`src/rtl/raster_pkg.sv`:
```
package raster_pkg;
  localparam int PIX_W = 3;
  typedef logic [PIX_W-1:0] pix_t;
endpackage

```
`src/rtl/rt_axis_counter.sv`:
```
module rt_axis_counter #(
  parameter int VIS  = 640,
  parameter int FP   = 16,
  parameter int SYNC = 96,
  parameter int BP   = 48,
  localparam int TOTAL = VIS + FP + SYNC + BP,
  localparam int W     = $clog2(TOTAL)
) (
  input  logic         clk,
  input  logic         rst_n,
  input  logic         adv,
  output logic [W-1:0] cnt,
  output logic         last,
  output logic         visible,
  output logic         in_sync
);
  localparam logic [W-1:0] LAST_V  = W'(TOTAL - 1);
  localparam logic [W-1:0] SYNC_LO = W'(VIS + FP);
  localparam logic [W-1:0] SYNC_HI = W'(VIS + FP + SYNC);
  localparam logic [W-1:0] VIS_V   = W'(VIS);

  logic [W-1:0] cnt_q, cnt_d;

  always_comb begin
    cnt_d = cnt_q;
    if (adv) begin
      if (cnt_q == LAST_V) cnt_d = '0;
      else                 cnt_d = cnt_q + 1'b1;
    end
  end

  always_ff @(posedge clk or negedge rst_n) begin
    if (!rst_n) cnt_q <= '0;
    else        cnt_q <= cnt_d;
  end

  assign cnt     = cnt_q;
  assign last    = (cnt_q == LAST_V);
  assign visible = (cnt_q < VIS_V);
  assign in_sync = (cnt_q >= SYNC_LO) && (cnt_q < SYNC_HI);

  // counter never leaves its range
  a_r1_in_range: assert property (@(posedge clk) disable iff (!rst_n)
    cnt_q <= LAST_V);
  // a step from the last value returns to zero
  a_r1_wrap: assert property (@(posedge clk) disable iff (!rst_n)
    (adv && cnt_q == LAST_V) |=> (cnt_q == '0));
endmodule

```
`src/rtl/rt_fetch_align.sv`:
```
module rt_fetch_align
  import raster_pkg::*;
#(
  parameter int HW = 10,
  parameter int VW = 10,
  parameter int H_VIS = 640,
  parameter int AW = 19
) (
  input  logic          clk,
  input  logic          rst_n,
  input  logic [HW-1:0] col,
  input  logic [VW-1:0] row,
  input  logic          h_vis,
  input  logic          v_vis,
  input  logic          h_sync,
  input  logic          v_sync,
  input  pix_t          rdata,
  output logic [AW-1:0] addr,
  output logic          hsync_n,
  output logic          vsync_n,
  output logic          den,
  output pix_t          rgb
);
  logic vis_now;
  logic hs_q, vs_q, de_q;
  logic hs_d, vs_d, de_d;

  assign vis_now = h_vis && v_vis;

  always_comb begin
    addr = '0;
    if (vis_now) addr = AW'(row) * AW'(H_VIS) + AW'(col);
  end

  always_comb begin
    hs_d = !h_sync;
    vs_d = !v_sync;
    de_d = vis_now;
  end

  always_ff @(posedge clk or negedge rst_n) begin
    if (!rst_n) begin
      hs_q <= 1'b1;
      vs_q <= 1'b1;
      de_q <= 1'b0;
    end else begin
      hs_q <= hs_d;
      vs_q <= vs_d;
      de_q <= de_d;
    end
  end

  assign hsync_n = hs_q;
  assign vsync_n = vs_q;
  assign den     = de_q;
  assign rgb     = de_q ? rdata : '0;

  // consecutive visible pixels of one row use consecutive words
  a_r5_addr_step: assert property (@(posedge clk) disable iff (!rst_n)
    (vis_now && col != '0) |-> (addr == $past(addr) + 1'b1));
  // horizontal sync only ever appears while blanked
  a_r2_hs_blank: assert property (@(posedge clk) disable iff (!rst_n)
    !hs_q |-> !de_q);
  // vertical sync only ever appears while blanked
  a_r3_vs_blank: assert property (@(posedge clk) disable iff (!rst_n)
    !vs_q |-> !de_q);
endmodule

```
`src/rtl/raster_timing_gen.sv`:
```
module raster_timing_gen
  import raster_pkg::*;
#(
  parameter int H_VIS  = 640,
  parameter int H_FP   = 16,
  parameter int H_SYNC = 96,
  parameter int H_BP   = 48,
  parameter int V_VIS  = 480,
  parameter int V_FP   = 10,
  parameter int V_SYNC = 2,
  parameter int V_BP   = 29,
  localparam int H_TOT = H_VIS + H_FP + H_SYNC + H_BP,
  localparam int V_TOT = V_VIS + V_FP + V_SYNC + V_BP,
  localparam int HW    = $clog2(H_TOT),
  localparam int VW    = $clog2(V_TOT),
  localparam int AW    = $clog2(H_VIS * V_VIS)
) (
  input  logic          clk,
  input  logic          rst_n,
  output logic [AW-1:0] fb_addr,
  input  logic [2:0]    fb_rdata,
  output logic          hsync_n,
  output logic          vsync_n,
  output logic          video_en,
  output logic [2:0]    pix_rgb
);
  logic [HW-1:0] col;
  logic [VW-1:0] row;
  logic h_last, h_vis, h_sync;
  logic v_last, v_vis, v_sync;
  pix_t rgb_w;

  rt_axis_counter #(.VIS(H_VIS), .FP(H_FP), .SYNC(H_SYNC), .BP(H_BP)) u_col (
    .clk(clk), .rst_n(rst_n), .adv(1'b1), .cnt(col), .last(h_last),
    .visible(h_vis), .in_sync(h_sync));

  rt_axis_counter #(.VIS(V_VIS), .FP(V_FP), .SYNC(V_SYNC), .BP(V_BP)) u_row (
    .clk(clk), .rst_n(rst_n), .adv(h_last), .cnt(row), .last(v_last),
    .visible(v_vis), .in_sync(v_sync));

  rt_fetch_align #(.HW(HW), .VW(VW), .H_VIS(H_VIS), .AW(AW)) u_fetch (
    .clk(clk), .rst_n(rst_n), .col(col), .row(row), .h_vis(h_vis),
    .v_vis(v_vis), .h_sync(h_sync), .v_sync(v_sync), .rdata(pix_t'(fb_rdata)),
    .addr(fb_addr), .hsync_n(hsync_n), .vsync_n(vsync_n), .den(video_en),
    .rgb(rgb_w));

  assign pix_rgb = rgb_w;

  // the row moves only on the clock after the column's last value
  a_r3_row_step: assert property (@(posedge clk) disable iff (!rst_n)
    (row != $past(row)) |-> ($past(col) == HW'(H_TOT - 1)));
  // frame wrap coincides with a line wrap
  a_r3_frame_wrap: assert property (@(posedge clk) disable iff (!rst_n)
    (h_last && v_last) |=> (row == '0 && col == '0));
  // colour is dark whenever the aligned enable is low
  a_r6_dark: assert property (@(posedge clk) disable iff (!rst_n)
    !video_en |-> (pix_rgb == 3'd0));
endmodule

```
`config.mk`:
```
export PLATFORM = sky130hd
export DESIGN_NAME = raster_timing_gen
export DESIGN_NICKNAME = d
export VERILOG_FILES = /design/src/rtl/raster_pkg.sv /design/src/rtl/rt_axis_counter.sv /design/src/rtl/rt_fetch_align.sv /design/src/rtl/raster_timing_gen.sv
export SDC_FILE = /design/constraint.sdc
export NUM_CORES = 1
export LEC_CHECK = 0
export ABC_AREA = 1
export BUFFER_PORTS_ARGS = -buffer_cell sky130_fd_sc_hd__buf_2
export CAP_MARGIN = 0
export CORE_MARGIN = 1
export CORE_UTILIZATION = 55
export CTS_BUF_LIST = sky130_fd_sc_hd__clkbuf_2
export DETAILED_ROUTE_END_ITERATION = 6
export PLACE_DENSITY = 0.79
export SLEW_MARGIN = 20
export SYNTH_ARGS = -nofsm -noshare
export SYNTH_HDL_FRONTEND = slang
export SYNTH_HIERARCHICAL = 1
export SYNTH_SLANG_ARGS = --single-unit
```
`constraint.sdc`:
```
create_clock -name clk -period 2.8 [get_ports clk]
set_clock_uncertainty 0.2 [all_clocks]
set_input_delay 0.56 -clock clk [delete_from_list [all_inputs] [get_ports clk]]
set_output_delay 0.56 -clock clk [all_outputs]
set_load 0.01 [all_outputs]
```
# [Word-level counts from Yosys, hierarchy flattened]
# Cells that the tools add are included.
# Widths: inputs -> output; s select.
[totals] input_bits=5 regBits=23 word_cells=26
[classes] addsub=3 n_mul=1 magnitude_cmp=6 reduce_logical=5 n_eq_ne=2 muxes=4
[ops] cell="$add 10x1->10 const B" count=2
[ops] cell="$eq 10x10->1 const B" count=2
[ops] cell="$lt 10x10->1 const B" count=2
[ops] cell="$lt 10x9->1 const B" count=2
[ops] cell="$mux 10" count=2
[ops] cell="$add 19x10->19" count=1
[ops] cell="$mux 19" count=1
[ops] cell="$mul 10x3->12 const B" count=1
[ops] cell="$ge 10x10->1 const B" count=1
[ops] cell="$ge 10x9->1 const B" count=1
[ops] cell="$logic_and 1x1->1" count=3
[ops] cell="$mux 3" count=1
[ops] cell="$logic_not 1->1" count=2

# [Longest topological paths before layout]
[logic_depth] depth_word=3 ltp_mapped=14 depth_no_buf=14

# [By module]
# Netlist, hierarchy kept.
[by_module_without_submodules] mod="rt_fetch_align" seq_area_each_um2=77.6 area_each_um2=1058.5 n_inst=1 cells_each=171
[by_module_without_submodules] mod="rt_axis_counter at u_col" seq_area_each_um2=250.2 area_each_um2=629.4 n_inst=1 cells_each=88
[by_module_without_submodules] mod="rt_axis_counter at u_row" seq_area_each_um2=250.2 area_each_um2=619.3 n_inst=1 cells_each=85
[by_module_without_submodules] mod="raster_timing_gen" seq_area_each_um2=0.0 area_each_um2=3.8 n_inst=1 cells_each=1

# [Least setup slack after synthesis]
# No wires, ideal clock.
[synth_path] path_type="register to output" startpoint="reg u_row.cnt_q[1] (netlist: u_row/cnt[1])" endpoint="out fb_addr[16]" t_arrival_ns=2.332 n_path_buf=0 slack_ns=-0.292 stages_incl_launch_ff=12 path_cell_list="dfrtp_1 -> ha_1 -> ha_1 -> fa_1 -> nand2_1 -> nor2_1 -> nand2_1 -> nand2_1 -> nand3_2 -> nor2_4 -> nand3_1 -> a21oi_1"
[synth_between] elab_chain_len=3 word_cells_on_any_way=5
[synth_rtl] element="start, declared" line_no="rt_axis_counter.sv:22" source="logic [W-1:0] cnt_q, cnt_d;"
[synth_rtl] element="start signal, assigned" line_no="rt_axis_counter.sv:34" source="else cnt_q <= cnt_d;"
[synth_rtl] element="$mul 10x3->12 or $lt 10x9->1 (tied branches)" line_no="rt_fetch_align.sv:32, rt_axis_counter.sv:39"
[synth_rtl] element="$add 19x10->19 or $logic_and 1x1->1 (tied branches)" line_no="rt_fetch_align.sv:32, rt_fetch_align.sv:28"
[synth_rtl] element="$mux 19 (*)" line_no="rt_fetch_align.sv:32" source="if (vis_now) addr = AW'(row) * AW'(H_VIS) + AW'(col);"
[synth_rtl] element="end, declared" line_no="raster_timing_gen.sv:20" source="output logic [AW-1:0] fb_addr,"
# Mark *: on every way between the ends. The rest lies on a longest branch, timed or not.

# [Final worst setup path]
[layout_path] startpoint="reg u_row.cnt_q[3] (netlist: u_row/cnt[3])" endpoint="out fb_addr[12]"
# Same word-level chain as after synthesis.

==> flow_summary.toml <==
[run_status]
status = "finished with violations"
violations = "negative setup slack"

[grt]
gr-total-overflow = 0
gr-max-usage-layer = "met2"
grt_pass1_vias = 2032
antenna_found_initial = 0
grt_pass1_wl_um = 8140
grtUsageTotal_pct = 23.5
met1_usage_pct = 28.3
met2_usage_pct = 44.7
grt_max_degree = 24
use_met3_pct = 1.54

[cts]
clk_latency_ns = 0.33
numCtsBuffers = 3
cts_sinks = 23
htreeDepth = 1
cts_max_path_buffers = 2
clkTransAtPathRegs_ns = 0.22
root_buffer = "clkbuf_2"
cts_tree = "yes"

[layout]
drive_gt1_share_pct = 28.0
final_cell_mix = "nand2_1 (81), inv_1 (62), nor2_1 (39)"
utilization_pct = 72.2
mostFrequentLayoutCell = "nand2_1"
area_delta_synth_final_pct = 25.2
layout.cells.non_filler = 460
antennaDiodeCount = 0
layout.nets = 441
fin_area_um2 = 2890

[critical_path]
slowest_delay_ns = 0.54
arrival_ns = 2.63
critPathSlowestCell = "fa_2"
path_cells = "ha_4 -> ha_4 -> fa_2 -> nand2_1 -> nor2_1 -> nand2_1 -> nand2_2 -> buf_4 -> buf_6 -> buf_4 -> o21ai_2 -> a21oi_2 -> buf_2"
cp.buffers_inverters = 4
crit_path_max_fanout = 3
critical_path.top_delay_family = "adder cells"
startpoint_type = "register"
crit_required_ns = 2.04
cp-end-kind = "primary output"
criticalPathCategory = "reg2out"

[hold_path]
hp-class = "reg2reg"

[power]
irDropWorstVdd_mv = 0.455
p_leak_nw = 1.65
clkPwrFrac_pct = 14.1
p_comb_share_pct = 39.4
power_uw = 968
power_frac_seq_pct = 46.6
intPower_uw = 557
swShare_pct = 42.4
switching_power_uw = 410
p_per_area_nw_per_um2 = 335

[timing]
whs_ns = 0.391
hold_viol = 0
drv_slew = 0
worst_slew_pin_slew_ns = 0.518
finalSetupViolCount = 9
finalCritPeriodShare_pct = 121
rsz0062_at_grt = "yes"
fmax_mhz = 295
layout_min_cycle_time_ns = 3.39
setup_ws_ns = -0.594
max-slew-margin-rel_pct = 65.5

[placed_design]
dp.cells = 451
gp_congestion = 0.815
dpl.hpwl_um = 3830
placed_cell_area_um2 = 2760
io_buffers = 29

[drt]
route.detailed.drc = 0
ant_nets = 0
wl_um = 4830
vias_per_cell = 4.92
wire_per_inst_um = 10.5
drt_iter0_drc = 88
first_pass_iters = 4
dr_total_vias = 2261

[floorplan]
core.rowCount = 23
die_y_um = 66.8
start_util_pct = 57.7
ios = 30
coreArea_um2 = 4000
die_x_um = 66.8
dieArea_um2 = 4460

[synthesis]
ys_warn_count = 6
avgSynthCellArea_um2 = 6.71
synth_cells = 344
syn_area_um2 = 2310

[flow_run]
maxCapViolCount = 0
per-layer routing:
metal | up-vias | share of wire [%]
met3 | 5 | 2.5
li1 | 1201 | -
met5 | - | 0
met1 | 1010 | 45
met2 | 45 | 52
met4 | 0 | 0.48
path summary, 6_finish.rpt:
check / cells past startpoint / slack [ns] / from / end
worst max-delay path: 13 / -0.59 / u_row/cnt[3] / fb_addr[12]
worst min-delay path: 1 / 0.39 / u_col/cnt[4] / u_col/cnt[4]
worst max register to register: 9 / 0.65 / u_col/cnt[8] / u_row/cnt[9]
worst min register to register: 1 / 0.39 / u_col/cnt[4] / u_col/cnt[4]
max in group asynchronous: 2 / 1.54 / rst_n / u_row/cnt[1]
min in group asynchronous: 2 / 0.49 / rst_n / u_col/cnt[6]
registers in the layout, summed over array words and instances, names as in the netlist:
signal,cells
u_col/cnt,10
u_fetch/vsync_n,1
u_fetch/den,1
u_fetch/hsync_n,1
u_row/cnt,10
worst reg2reg max path, stage by stage (launching register included):
cell     delay (ns)
dfrtp_1        0.54
nand2_1        0.11
inv_1          0.10
nand2_1        0.07
nor2_1         0.13
and2_1         0.44
inv_1          0.12
nor3_1         0.21
a21oi_1        0.09
nor2_1         0.10
final cells by class:
class                   count  area (µm²)
repair inverters            1        5.00
inverters                  67         255
clock buffers               3        15.0
repair buffers             57         365
multi-input cells         258        1600
well taps                  50        62.6
clock inverters             1        5.00
fillers                   333        1110
flip-flops and latches     23         581
through the flow:
step | worst slack (ns) | TNS, ns
3_3_place_gp | -0.173 | -0.712
2_1_floorplan | -0.153 | -0.375
3_5_place_dp | -0.238 | -1.13
4_1_cts | -0.615 | -4.36
6_report | -0.594 | -4.14
5_1_grt | -0.772 | -5.53
power groups by stage:
stage	registers (mW)	clock network, mW	logic (mW)
floorplan	0.445	0	0.254
global placement	0.455	0	0.343
detailed placement	0.456	0	0.360
global route	0.459	0.154	0.433
finish	0.451	0.136	0.381
CTS	0.451	0.142	0.372
timing repair:
item / 4_1_cts / 5_1_grt
endpoints found under the setup margin: 10 / 10
cloned: 0 / 1
hold buffers: 1 / 0
buffers inserted: 2 / 1
hold endpoints to repair: 21 / 0
pin swaps: 3 / 4
gates resized for setup: 4 / 14
Power figures use the tool's default switching activity.
